### config.mk
export PLATFORM = sky130hd
export DESIGN_NAME = lcd_reg_file
export DESIGN_NICKNAME = d
export VERILOG_FILES = /design/src/rtl/lcd_regs_pkg.sv /design/src/rtl/lcd_reg_decode.sv /design/src/rtl/lcd_reg_store.sv /design/src/rtl/lcd_geom_decode.sv /design/src/rtl/lcd_reg_file.sv
export SDC_FILE = /design/constraint.sdc
export NUM_CORES = 1
export LEC_CHECK = 0
export ABC_CLOCK_PERIOD_IN_PS = 5810
export BUFFER_PORTS_ARGS = -buffer_cell sky130_fd_sc_hd__buf_4
export CORE_AREA = 2 2 153 155
export DETAILED_ROUTE_END_ITERATION = 7
export DIE_AREA = 0 0 155 157
export PLACE_DENSITY = 0.84
export SLEW_MARGIN = 25
export SYNTH_ARGS = -nofsm -noshare
export SYNTH_HDL_FRONTEND = slang
export SYNTH_SLANG_ARGS = --single-unit
### constraint.sdc
create_clock -name clk -period 5.81 [get_ports clk]
set_input_delay 0.2905 -clock clk [delete_from_list [all_inputs] [get_ports clk]]
set_output_delay 0.2905 -clock clk [all_outputs]
set_load 0.005 [all_outputs]
### src/rtl/lcd_regs_pkg.sv
package lcd_regs_pkg;

  localparam int ADDR_W    = 12;
  localparam int PAL_IDX_W = 7;
  localparam int PIX_W     = 11;
  localparam int LINE_FW   = 10;
  localparam int NUM_TIM   = 4;
  localparam int EN_BIT    = 0;
  localparam int PWR_BIT   = 11;

  typedef enum logic [3:0] {
    SEL_ZERO, SEL_TIM0, SEL_TIM1, SEL_TIM2, SEL_TIM3,
    SEL_UPB, SEL_LPB, SEL_MASK, SEL_CTRL,
    SEL_RAW, SEL_MSKD, SEL_ID, SEL_PAL
  } rdSel_e;

  typedef struct packed {
    logic [NUM_TIM-1:0] wrTiming;
    logic               wrUpBase;
    logic               wrLpBase;
    logic               wrMask;
    logic               wrCtrl;
    logic               wrClear;
    logic               rdStrobe;
    rdSel_e             rdSel;
    logic [2:0]         idIdx;
  } regStrobe_t;

  function automatic logic [7:0] idByte(input logic extId, input logic [2:0] idx);
    case (idx)
      3'd0:    idByte = extId ? 8'h11 : 8'h10;
      3'd1:    idByte = 8'h11;
      3'd2:    idByte = extId ? 8'h24 : 8'h04;
      3'd3:    idByte = 8'h00;
      3'd4:    idByte = 8'h0D;
      3'd5:    idByte = 8'hF0;
      3'd6:    idByte = 8'h05;
      default: idByte = 8'hB1;
    endcase
  endfunction

endpackage

### src/rtl/lcd_reg_decode.sv
module lcd_reg_decode
  import lcd_regs_pkg::*;
#(
  parameter bit IS_SWAPPED = 1'b0
) (
  input  logic                 busSel,
  input  logic                 busWrite,
  input  logic [ADDR_W-1:0]    busAddr,
  output regStrobe_t           strb,
  output logic                 palSel,
  output logic                 palWrite,
  output logic [PAL_IDX_W-1:0] palIndex
);

  localparam logic [3:0] MASK_OFF = IS_SWAPPED ? 4'd7 : 4'd6;

  logic aligned, inLow, inPal, inId, wrAcc, rdAcc;
  logic [3:0] lowIdx;

  assign aligned = (busAddr[1:0] == 2'b00);
  assign inLow   = aligned && (busAddr[11:6] == 6'd0);
  assign inPal   = aligned && (busAddr[11:9] == 3'b001);
  assign inId    = aligned && (busAddr[11:5] == 7'h7F);
  assign lowIdx  = busAddr[5:2];
  assign wrAcc   = busSel && busWrite;
  assign rdAcc   = busSel && !busWrite;

  always_comb begin
    strb          = '0;
    strb.rdSel    = SEL_ZERO;
    strb.rdStrobe = rdAcc;
    strb.idIdx    = busAddr[4:2];
    if (inLow) begin
      case (lowIdx)
        4'd0: begin strb.wrTiming[0] = wrAcc; strb.rdSel = SEL_TIM0; end
        4'd1: begin strb.wrTiming[1] = wrAcc; strb.rdSel = SEL_TIM1; end
        4'd2: begin strb.wrTiming[2] = wrAcc; strb.rdSel = SEL_TIM2; end
        4'd3: begin strb.wrTiming[3] = wrAcc; strb.rdSel = SEL_TIM3; end
        4'd4: begin strb.wrUpBase = wrAcc; strb.rdSel = SEL_UPB; end
        4'd5: begin strb.wrLpBase = wrAcc; strb.rdSel = SEL_LPB; end
        4'd6, 4'd7: begin
          if (lowIdx == MASK_OFF) begin
            strb.wrMask = wrAcc;
            strb.rdSel  = SEL_MASK;
          end else begin
            strb.wrCtrl = wrAcc;
            strb.rdSel  = SEL_CTRL;
          end
        end
        4'd8:  strb.rdSel = SEL_RAW;
        4'd9:  strb.rdSel = SEL_MSKD;
        4'd10: strb.wrClear = wrAcc;
        4'd11: strb.rdSel = SEL_UPB;
        4'd12: strb.rdSel = SEL_LPB;
        default: strb.rdSel = SEL_ZERO;
      endcase
    end else if (inPal) begin
      strb.rdSel = SEL_PAL;
    end else if (inId) begin
      strb.rdSel = SEL_ID;
    end
  end

  assign palSel   = busSel && inPal;
  assign palWrite = wrAcc && inPal;
  assign palIndex = busAddr[8:2];

endmodule

### src/rtl/lcd_reg_store.sv
module lcd_reg_store
  import lcd_regs_pkg::*;
#(
  parameter int DATA_W = 32,
  parameter int IRQ_W  = 5,
  parameter bit EXT_ID = 1'b0
) (
  input  logic              clk,
  input  logic              rstN,
  input  regStrobe_t        strb,
  input  logic [DATA_W-1:0] busWdata,
  input  logic [IRQ_W-1:0]  irqSet,
  input  logic [DATA_W-1:0] palRdata,
  output logic [DATA_W-1:0] rdData,
  output logic              rdValid,
  output logic [DATA_W-1:0] timing0,
  output logic [DATA_W-1:0] timing1,
  output logic [DATA_W-1:0] ctrlReg,
  output logic              irqOut,
  output logic              restartPulse
);

  logic [DATA_W-1:0] timReg [NUM_TIM];
  logic [DATA_W-1:0] upBase, lpBase, rdReg, rdMux;
  logic [IRQ_W-1:0]  maskReg, rawStat, clrBits;
  logic              rdPalQ, rdValidQ, restartQ;

  for (genvar t = 0; t < NUM_TIM; t++) begin : g_tim
    always_ff @(posedge clk) begin
      if (!rstN)                timReg[t] <= '0;
      else if (strb.wrTiming[t]) timReg[t] <= busWdata;
    end
  end

  always_ff @(posedge clk) begin
    if (!rstN) begin
      upBase  <= '0;
      lpBase  <= '0;
      ctrlReg <= '0;
      maskReg <= '0;
    end else begin
      if (strb.wrUpBase) upBase  <= busWdata;
      if (strb.wrLpBase) lpBase  <= busWdata;
      if (strb.wrCtrl)   ctrlReg <= busWdata;
      if (strb.wrMask)   maskReg <= busWdata[IRQ_W-1:0];
    end
  end

  assign clrBits = strb.wrClear ? busWdata[IRQ_W-1:0] : '0;

  always_ff @(posedge clk) begin
    if (!rstN) rawStat <= '0;
    else       rawStat <= (rawStat & ~clrBits) | irqSet;
  end

  always_comb begin
    rdMux = '0;
    case (strb.rdSel)
      SEL_TIM0: rdMux = timReg[0];
      SEL_TIM1: rdMux = timReg[1];
      SEL_TIM2: rdMux = timReg[2];
      SEL_TIM3: rdMux = timReg[3];
      SEL_UPB:  rdMux = upBase;
      SEL_LPB:  rdMux = lpBase;
      SEL_MASK: rdMux[IRQ_W-1:0] = maskReg;
      SEL_CTRL: rdMux = ctrlReg;
      SEL_RAW:  rdMux[IRQ_W-1:0] = rawStat;
      SEL_MSKD: rdMux[IRQ_W-1:0] = rawStat & maskReg;
      SEL_ID:   rdMux[7:0] = idByte(EXT_ID, strb.idIdx);
      default:  rdMux = '0;
    endcase
  end

  always_ff @(posedge clk) begin
    if (!rstN) begin
      rdReg    <= '0;
      rdPalQ   <= 1'b0;
      rdValidQ <= 1'b0;
      restartQ <= 1'b0;
    end else begin
      rdValidQ <= strb.rdStrobe;
      rdPalQ   <= strb.rdStrobe && (strb.rdSel == SEL_PAL);
      if (strb.rdStrobe) rdReg <= rdMux;
      restartQ <= (|strb.wrTiming) || strb.wrCtrl;
    end
  end

  assign rdData       = rdPalQ ? palRdata : rdReg;
  assign rdValid      = rdValidQ;
  assign restartPulse = restartQ;
  assign irqOut       = |(rawStat & maskReg);
  assign timing0      = timReg[0];
  assign timing1      = timReg[1];

endmodule

### src/rtl/lcd_geom_decode.sv
module lcd_geom_decode
  import lcd_regs_pkg::*;
(
  input  logic [5:0]         ppl,
  input  logic [LINE_FW-1:0] lpp,
  input  logic               enBit,
  input  logic               pwrBit,
  input  logic [2:0]         depthBits,
  output logic [PIX_W-1:0]   widthPx,
  output logic [PIX_W-1:0]   heightPx,
  output logic [2:0]         depthMode,
  output logic               dispEnable
);

  logic [PIX_W-1:0] pplSum;

  assign pplSum     = {{(PIX_W-8){1'b0}}, ppl, 2'b00} + PIX_W'(4);
  assign widthPx    = {pplSum[PIX_W-3:0], 2'b00};
  assign heightPx   = {{(PIX_W-LINE_FW){1'b0}}, lpp} + PIX_W'(1);
  assign depthMode  = depthBits;
  assign dispEnable = enBit && pwrBit;

endmodule

### src/rtl/lcd_reg_file.sv
module lcd_reg_file
  import lcd_regs_pkg::*;
#(
  parameter int DATA_W  = 32,
  parameter int IRQ_W   = 5,
  parameter int VARIANT = 0
) (
  input  logic                 clk,
  input  logic                 rstN,
  input  logic                 busSel,
  input  logic                 busWrite,
  input  logic [ADDR_W-1:0]    busAddr,
  input  logic [DATA_W-1:0]    busWdata,
  output logic [DATA_W-1:0]    rdData,
  output logic                 rdValid,
  output logic                 palSel,
  output logic                 palWrite,
  output logic [PAL_IDX_W-1:0] palIndex,
  output logic [DATA_W-1:0]    palWdata,
  input  logic [DATA_W-1:0]    palRdata,
  input  logic [IRQ_W-1:0]     irqSet,
  output logic                 irqOut,
  output logic                 dispEnable,
  output logic [2:0]           depthMode,
  output logic [DATA_W-1:0]    ctrlWord,
  output logic [PIX_W-1:0]     widthPx,
  output logic [PIX_W-1:0]     heightPx,
  output logic                 restartPulse
);

  localparam bit IS_SWAPPED = (VARIANT != 0);
  localparam bit EXT_ID     = (VARIANT == 2);

  regStrobe_t        strb;
  logic [DATA_W-1:0] timing0, timing1, ctrlReg;

  lcd_reg_decode #(.IS_SWAPPED(IS_SWAPPED)) decode_i (
    .busSel(busSel), .busWrite(busWrite), .busAddr(busAddr),
    .strb(strb), .palSel(palSel), .palWrite(palWrite), .palIndex(palIndex)
  );

  lcd_reg_store #(.DATA_W(DATA_W), .IRQ_W(IRQ_W), .EXT_ID(EXT_ID)) store_i (
    .clk(clk), .rstN(rstN), .strb(strb), .busWdata(busWdata),
    .irqSet(irqSet), .palRdata(palRdata), .rdData(rdData), .rdValid(rdValid),
    .timing0(timing0), .timing1(timing1), .ctrlReg(ctrlReg),
    .irqOut(irqOut), .restartPulse(restartPulse)
  );

  lcd_geom_decode geom_i (
    .ppl(timing0[7:2]), .lpp(timing1[LINE_FW-1:0]),
    .enBit(ctrlReg[EN_BIT]), .pwrBit(ctrlReg[PWR_BIT]), .depthBits(ctrlReg[3:1]),
    .widthPx(widthPx), .heightPx(heightPx), .depthMode(depthMode),
    .dispEnable(dispEnable)
  );

  assign palWdata = busWdata;
  assign ctrlWord = ctrlReg;

endmodule

=== After elaboration in Yosys (flattened, before gate mapping) ===
Memories as Yosys holds them, arrays and structs flattened.
Index checks and enable logic that the tools add are counted.

* Bits in latches: 0
* Memories kept: 1
* Flip-flop bits (word level): 141
* Bits in read-only memories: 0
* Bits of input ports: 85
* RAM bits: 128
* Output and inout port bits: 134
* Logic and storage cells: 111

* Add/subtract/negate cells: 2
* Equal/unequal tests: 32
* Divide/modulo/power cells: 0
* Bitwise logic cells: 8
* Shift operators: 0
* Muxes and demuxes: 39
* Reduce and logical (&&, ||, !) cells: 20
* $mul: 0
* Magnitude comparators: 0

{| class="wikitable"
|+ Memory list
! memory !! depth !! bits a word !! rd ports !! clocked after memory_dff !! write ports !! line !! text
|-
| store_i.timReg || 4 || 32 || 4 || 0 || 4 || lcd_reg_store.sv:23 || <nowiki>logic [DATA_W-1:0] timReg [NUM_TIM];</nowiki>
|}

{| class="wikitable"
|+ Operators with widths
! operator !! number
|-
| one-hot mux 24 bit (7 select lines) || 1
|-
| 2-to-1 mux 32 bit || 5
|-
| one-hot mux 8 bit (7 select lines) || 1
|-
| one-hot mux 5 bit (11 select lines) || 1
|-
| == test 4 bit (second input constant) || 10
|-
| one-hot mux 4 bit (9 select lines) || 1
|-
| == test 4 x 3 -> 1 bit (second input constant) || 8
|-
| one-hot mux 3 bit (8 select lines) || 1
|-
| 2-to-1 mux 1 bit || 22
|-
| == test 4 x 2 -> 1 bit (second input constant) || 4
|-
| 2-to-1 mux 4 bit || 4
|-
| adder 10 x 1 -> 11 bit (second input constant) || 1
|-
| bitwise AND 5 bit || 2
|-
| adder 8 x 3 -> 9 bit (second input constant) || 1
|-
| == test 3 bit (second input constant) || 3
|-
| logical AND 1 bit || 9
|-
| 2-to-1 mux 9 bit || 1
|-
| == test 4 x 1 -> 1 bit (second input constant) || 2
|-
| == test 7 bit (second input constant) || 1
|-
| == test 3 x 1 -> 1 bit (second input constant) || 2
|-
| == test 3 x 2 -> 1 bit (second input constant) || 2
|-
| zero test 6 bit || 1
|-
| OR reduction 2 bit || 3
|-
| 2-to-1 mux 5 bit || 1
|-
| other kinds (11) || 14
|}

=== Logic depth before layout (Yosys ltp) ===
Gate-level depths: netlist of the first run.

* Word-level depth: 8
* Mapped depth: 10
* Depth with buffers taken out: 6

=== Cells and area by module ===
Synthesis of the first run repeated with hierarchy kept, for this count alone.

* Cell total of the unflattened synthesis: 1201
* Area, all modules: 13211.4 µm²

{| class="wikitable"
|+ By module, submodules not included
! module !! instances !! area an instance (µm²) !! cells each !! seq. area each (µm²)
|-
| lcd_reg_store || 1 || 12289.3 || 1064 || 6666.4
|-
| lcd_reg_decode || 1 || 380.4 || 63 || 0.0
|-
| lcd_geom_decode || 1 || 301.5 || 42 || 0.0
|-
| lcd_reg_file || 1 || 240.2 || 32 || 0.0
|}

=== Worst setup path before layout of the first run ===
OpenSTA, ideal clock, no wires.

* Path type: input to register
* From: in busAddr[9]
* To: mem store_i.timReg[3][0] (enable)
* Setup time: 0.466 ns
* Path buffers: 1
* Data required time: 5.344 ns
* Setup slack: 1.672 ns
* Data arrival time: 3.672 ns
* Stages on the path: 5
* Cells stage by stage: buf_6 nor4_4 nand2_2 or4_4 o21ai_0

{| class="wikitable"
|+ RTL lines
! element !! line !! text
|-
| from (decl) || lcd_reg_file.sv:12 || <nowiki>input logic [ADDR_W-1:0] busAddr,</nowiki>
|-
| to (decl) || lcd_reg_store.sv:23 ||
|}

==> out/qor.csv, run 1 <==
stage;metric;value;unit
global_routing;grt_pass1_vias;10600;
logic_synthesis;compound_gate_portion_of_the_synthesized_area;16.0;%
timing;achievable-frequency;320;MHz
finish;nets;1487;
logic_synthesis;ys.warnings.count;0;
global_routing;gr-usage-all-layers;29.8;%
timing;max_slew.worst_pin.slew;1050;ps
finish;layout.cells.non_filler;1705;
finish;layout_common_cells;nand2_1, buf_4, dfxtp_1;
die;die_x;155;µm
clock_network;postCtsSetupBuffers;0;
placement;place.detailed.hpwl;23600;µm
placement;place.gp.congestion;0.965;
clock_network;clockBufferDepth;3;
hold_path;holdPathStages;3;
logic_synthesis;synthesis.area;0.0127;mm²
logic_synthesis;flip_flop_and_latch_count_after_synthesis;269;
detailed_routing;routed_wl;37300;µm
logic_synthesis;yosys-mux-area-fraction;3.23;%
clock_network;worst_setup_hold_path_clk_slew;60;ps
logic_synthesis;netlist_instances;1273;
critical_path;crit_end_element;flop;
die;fp-row-count;55;
detailed_routing;detail_route.wl_per_cell;21.9;µm
logic_synthesis;synth_simple_gate_area_share;20.2;%
clock_network;clockRootBuffer;clkbuf_16;
clock_network;clkLatencyLatePin;540;ps
critical_path;timing.critical_path.fanout_max;40;
critical_path;timing.critical_path.from_type;input port;
logic_synthesis;synth_seq_area_share;52.5;%
hold_path;hold_path_class;in -> reg;
finish;layout_cells_sized_above_1;23.9;%
logic_synthesis;synth_top_family_by_area;simple AND/OR/NAND/NOR gates;
run_status;outcome;complete, no violations;
placement;cell_area_reported_after_detailed_placement;0.0141;mm²
timing;period_minus_ws_final;3120;ps
placement;numPortBuffers;214;
logic_synthesis;synth-edff-count;128;
logic_synthesis;synthFlopType;dfxtp_1;
flow_run;maxcap_viol_count;0;
finish;layout_commonest_cell;nand2_1;
clock_network;tritoncts;done;
timing;fin_tns_setup;0;ps
placement;place.detailed.instances;1650;
logic_synthesis;synth.distinct_cells;66;
detailed_routing;vias;10800;
global_routing;grt_start_max_net_pins;96;
timing;setup_violations;0;
finish;fin_util;66.8;%
critical_path;r2r_worst_path_depth;5;
die;dieHeight;157;µm
power_and_ir_drop;p_leak;5.49;nW
die;initial_core_utilization;56.4;%
logic_synthesis;synth_xor_area_share;0.965;%
clock_network;cts_inserted_buffers;27;
global_routing;grt_first_pass_wirelength;57200;µm
critical_path;worst-endpoint-required;6200;ps
logic_synthesis;synth_async_sr_flop_share;0;%
detailed_routing;ant_nets;0;
finish;layout-area-overhead-vs-synth;18.4;%
clock_network;clock_sink_count;269;
logic_synthesis;synthesized_area_fraction_occupied_by_adder_cells;0.197;%
die;floorplan.io_pins;219;
timing;drv_slew;0;
die;core-area;0.0225;mm²
logic_synthesis;synth.avg_cell_area;9.98;µm²
critical_path;timing.critical_path.slowest_stage_cell;or4_4;
power_and_ir_drop;power_density;264;mW/mm²
power_and_ir_drop;vdd_drop_max;0.219;mV
timing;min_period_over_period;53.7;%
global_routing;global_route.overflow_total;0;
global_routing;initial_antenna_violation_count;1;
timing;hold_violations;0;
critical_path;worstPathCellList;buf_4 -> nor4_4 -> nand2_2 -> or4_4 -> or2_4 -> nor2_4 -> and2_1;
finish;insertedDiodeCount;0;
finish;post-route-cell-area;0.0150;mm²
detailed_routing;routed_via_density;6.32;
detailed_routing;drt_pass1_iterations;8;
timing;relSlewSlack;30.1;%
critical_path;worst_path_max_stage_delay;840;ps
detailed_routing;drcViolationCount;0;
timing;clock-skew-final;13.6;ps
clock_network;htree_num_levels;1;
critical_path;timing.setup.critical_path_class;in -> reg;
detailed_routing;drt_iter0_drc;1612;
timing;rsz_0062_raised_after_global_routing;false;
die;fp.dieArea;0.0243;mm²
critical_path;critical_path_arrival;3510;ps
worst max-delay path: cells and delay by family:
family                 cells  cell delay (ps)
buffers and inverters      1              120
AND/OR/NAND/NOR            6             3060
through the flow:
stage | setup slack [ps] | hold slack [ps] | power, mW
final | 2690 | 47.2 | 3.97
after floorplan | 1670 | 408 | 2.21
after global routing | 2550 | 47.5 | 4.07
after global placement | 2180 | 440 | 2.33
after detailed placement | 2210 | 444 | 2.34
after CTS | 2730 | 40.7 | 3.96
cell families (layout without fill, tap and decap cells):
kind of cell               count (synthesis)  in the layout
and+or+nand+nor                          516            516
other                                      1              4
adders and majority gates                  2              2
AOI/OAI and AO/OA                        285            285
muxes                                     37             37
buffers and inverters                    149            293
xor gates and xnor gates                  14             14
DFF                                      269            269
flip-flops by register name, summed over array words and instances, names as in the netlist:
| register | flops |
|---|---|
| store_i.ctrlReg | 32 |
| store_i.lpBase | 32 |
| store_i.rawStat | 5 |
| store_i.rdPalQ | 1 |
| store_i.timReg | 128 |
| store_i.restartPulse | 1 |
| store_i.maskReg | 5 |
| store_i.rdReg | 32 |
| store_i.rdValid | 1 |
| store_i.upBase | 32 |
synth_stat cells, drive strengths merged, types with 2 or more instances:
cell      n  area share (%)
o31a      4            0.28
nor3b     7            0.41
a32o      2            0.16
edfxtp  128              30
o21a      2            0.12
a22o      3            0.21
nor4bb    2            0.16
o211ai    3            0.18
buf      93             5.2
nand2   240             7.1
a22oi    28             1.7
ha        2            0.20
mux2i     5            0.39
xnor2     9            0.62
mux2     32             2.8
nand3    13            0.51
nor2     54             1.9
clkbuf   51             1.5
nor3     30             1.2
o21ai    12            0.47
nand2b    9            0.44
and2    132             6.5
nor2b     3            0.15
o41a      2            0.18
a21o      5            0.30
o31ai     2            0.12
or2       3            0.17
nor4      5            0.53
a211oi    3            0.18
a32oi     8            0.55
and3      7            0.34
a221oi    2            0.14
xor2      5            0.34
o211a    24             1.9
a21oi   125             4.9
a222oi   50             3.9
or3       3            0.19
o22ai     3            0.15
dfxtp   141              22
or4       3            0.21
inv       5            0.15
layer usage:
layer | global-route usage (%) | vias up | part of all wire (%)
li1 | - | 4780 | -
met4 | 11.9 | 0 | 3.6
met5 | 0 | - | 0
met3 | 7.79 | 131 | 12
met1 | 37.6 | 5083 | 36
met2 | 49.2 | 779 | 48
final cells by class:
class | instances | area [µm²]
Inverter | 5 | 20.0
Fill cell | 1672 | 7460
Tap cell | 285 | 357
Timing Repair Buffer | 239 | 1890
Multi-Input combinational cell | 858 | 5260
Clock inverter | 7 | 38.8
Sequential cell | 269 | 6670
Clock buffer | 42 | 802
report_power, final:
part	internal, mW	total [mW]	leakage, nW	switching, mW
Clock	0.945	1.66	0.420	0.715
Combinational	0.103	0.259	2.72	0.156
Sequential	2.03	2.05	2.35	0.0256
Total	3.08	3.97	5.49	0.896
worst paths after layout:
| kind | startpoint | to | slack, ps |
|---|---|---|---|
| worst max register to register | store_i.ctrlReg[0] | store_i.rdReg[0] | 4100 |
| worst min register to register | store_i.lpBase[5] | store_i.lpBase[5] | 460 |
| worst min-delay path | busWdata[25] | store_i.ctrlReg[25] | 50 |
| worst max-delay path | busAddr[10] | store_i.timReg[0][16] | 2690 |
timing repair:
action                    CTS  global route
resized for setup           0             0
hold buffers                5             0
hold endpoints to repair    5             0
No activity file was read; power rests on OpenSTA's default activity.
==> run 2, diff against run 1 <==
Settings changed: ABC_CLOCK_PERIOD_IN_PS 5810 to 2750, CORE_AREA 2 2 153 155 to 2 2 161 163, DIE_AREA 0 0 155 157 to 0 0 163 165, PLACE_DENSITY 0.84 to 0.8.
Clock period 5.81 ns to 2.75 ns, I/O delays scaled along.
==> out/qor.csv, run 2 (synthesized netlist as in run 1, its figures left out) <==
stage;metric;value;unit;change
die;fp-row-count;58;;+5.5%
detailed_routing;drt_pass1_iterations;6;;-2
critical_path;critical_path_buf_inv_count;6;;+5
finish;largest_register;store_i.timReg;;
timing;setup_violations;0;;unchanged
finish;layout-area-overhead-vs-synth;24.8;%;
finish;layout_cells_sized_above_1;24.6;%;+0.76 points
power_and_ir_drop;vdd_drop_max;0.433;mV;+97%
timing;period_minus_ws_final;2610;ps;
clock_network;clkLatencyLatePin;550;ps;about the same
timing;max_slew.worst_pin.slew;984;ps;-62.1 ps
critical_path;timing.critical_path.slowest_stage_cell;dlygate4sd3_1;;
power_and_ir_drop;p_total;9.00;mW;+130%
clock_network;htree_num_levels;1;;unchanged
detailed_routing;vias;11000;;+2.0%
clock_network;clockRootBuffer;clkbuf_16;;
finish;largest_register_ff_count;128;;unchanged
timing;relSlewSlack;34.4;%;+4.3 points
die;die_x;163;µm;+5.2%
clock_network;worst_setup_hold_path_clk_slew;60;ps;about the same
placement;place.gp.congestion;0.910;;-5.7%
placement;numPortBuffers;214;;unchanged
critical_path;r2r-end;store_i.rdReg[0];;
clock_network;clockBufferDepth;3;;unchanged
timing;rsz_0062_raised_after_global_routing;false;;
timing;setup_slack;137;ps;-2550 ps
critical_path;worstPathCellList;dlygate4sd3_1 -> buf_4 -> nor4_4 -> nand2_2 -> buf_6 -> buf_6 -> nor4_1 -> buf_4 -> nand2_1 -> a21oi_1 -> dlygate4sd3_1 -> nor2_1;;
critical_path;path_delay_family;buffers and inverters;;
flow_run;maxcap_viol_count;0;;unchanged
finish;regArea;0.00667;mm²;unchanged
critical_path;worst_r2r_startpoint;store_i.ctrlReg[0];;
die;dieHeight;165;µm;+5.1%
clock_network;postCtsSetupBuffers;0;;unchanged
detailed_routing;ant_nets;0;;unchanged
finish;insertedDiodeCount;0;;unchanged
run_status;outcome;complete, no violations;;
critical_path;timing.critical_path.fanout_max;23;;-43%
critical_path;timing.critical_path.from_type;input port;;
global_routing;grt_most_used_layer;met2;;
die;core-area;0.0250;mm²;+11%
timing;fin_worst_hold_slack;67.2;ps;+20.0 ps
critical_path;timing.setup.critical_path_class;in -> reg;;
hold_path;hold_path_class;in -> reg;;
timing;fin_tns_setup;0;ps;unchanged
global_routing;global_route.overflow_total;0;;unchanged
global_routing;grt_start_max_net_pins;81;;-16%
die;initial_core_utilization;50.7;%;-5.7 points
critical_path;regToRegSetupSlack;1090;ps;-3010 ps
critical_path;worst-endpoint-required;3160;ps;-3040 ps
global_routing;global_route.usage.met1;37.9;%;+0.33 points
placement;cell_area_reported_after_detailed_placement;0.0144;mm²;+2.2%
critical_path;cp.depth;12;;+5
timing;hold_violations;0;;unchanged
global_routing;grt_util_met2;47.1;%;-2.1 points
die;fp.dieArea;0.0269;mm²;+11%
placement;place.detailed.hpwl;24700;µm;+4.4%
detailed_routing;detail_route.wl_per_cell;21.4;µm;-2.3%
detailed_routing;routed_via_density;6.04;;-4.5%
placement;dp_slack;256;ps;-1960 ps
clock_network;tritoncts;done;;
global_routing;grt_pass1_vias;10500;;-0.27%
global_routing;grtUsageMet3;4.65;%;-3.1 points
global_routing;grt_first_pass_wirelength;58900;µm;+2.9%
finish;filler_cell_count;1924;;+15%
critical_path;r2r_worst_path_depth;5;;unchanged
finish;layout_commonest_cell;buf_4;;
timing;drv_slew;0;;unchanged
detailed_routing;routed_wl;38900;µm;+4.2%
power_and_ir_drop;power_density;568;mW/mm²;+110%
timing;clock-skew-final;13.7;ps;+0.124 ps
finish;nets;1556;;+4.6%
finish;post-route-cell-area;0.0159;mm²;+5.4%
critical_path;worst_setup_path_startpoint;busAddr[9];;
global_routing;initial_antenna_violation_count;1;;unchanged
detailed_routing;drt_iter0_drc;1435;;-11%
critical_path;crit_end_element;flop;;
clock_network;clock_sink_count;269;;unchanged
finish;multiInputGateArea;0.00526;mm²;about the same
critical_path;timing.critical_path.to;store_i.rawStat[2];;
timing;min_period_over_period;95.0;%;
critical_path;critical_path_arrival;3020;ps;-490 ps
clock_network;cts_inserted_buffers;27;;unchanged
timing;achievable-frequency;383;MHz;
global_routing;gr-usage-all-layers;28.3;%;-1.5 points
finish;layout_common_cells;buf_4, nand2_1, dfxtp_1;;
critical_path;worst_path_max_stage_delay;590;ps;-250 ps
die;floorplan.io_pins;219;;unchanged
power_and_ir_drop;p_leak;5.86;nW;+6.6%
detailed_routing;drcViolationCount;0;;unchanged
==> run 2: worst min path at each step <==
| stage | cells past startpoint | endpoint | startpoint |
|---|---|---|---|
| finish | 5 | store_i.rdPalQ | busAddr[10] |
| floorplan | 2 | store_i.rawStat[0] | irqSet[0] |
| global route | 5 | store_i.rdPalQ | busAddr[10] |
| CTS | 5 | store_i.rdPalQ | busAddr[10] |
| global placement | 3 | store_i.rawStat[3] | irqSet[3] |
| detailed placement | 3 | store_i.rawStat[2] | irqSet[2] |
==> run 2: per-layer routing <==
| metal | wire length (µm) | part of all wire [%] | vias to the layer above |
|---|---|---|---|
| met5 | 0 | 0 | - |
| met4 | 933 | 2.4 | 0 |
| met3 | 4220 | 11 | 77 |
| met2 | 18500 | 48 | 691 |
| met1 | 15300 | 39 | 5306 |
| li1 | - | - | 4910 |
==> run 2: layout make-up <==
cell class / instances / area share, %
Sequential cell: 269 / 42.1
Multi-Input combinational cell: 858 / 33.1
Timing Repair Buffer: 308 / 15.9
Clock buffer: 32 / 4.38
Tap cell: 330 / 2.60
Clock inverter: 18 / 1.80
Inverter: 5 / 0.126
==> run 2: what timing repair did <==
item	in CTS	in global routing
endpoints found under the setup margin	0	5
hold endpoints to repair	227	0
resized for setup	0	2
hold buffers	44	0
==> run 2: stage by stage <==
stage               utilization (%)  cells
CTS                            63.3   1820
global route                   63.3   1820
global placement               57.6   1726
floorplan                         -   1276
detailed placement             57.6   1726
finish                         63.3   1820
==> run 2: worst min-delay path: stages <==
cell     delay, ps
buf_4          100
nor4_4          50
buf_4          140
nand2_1         90
nor3_1          50
==> run 2: report_power, final <==
group / total, mW / internal (mW) / switching, mW
combinational: 0.601 / 0.254 / 0.347
sequential: 4.34 / 4.29 / 0.0506
clock: 4.07 / 2.48 / 1.59
total: 9.00 / 7.02 / 1.99
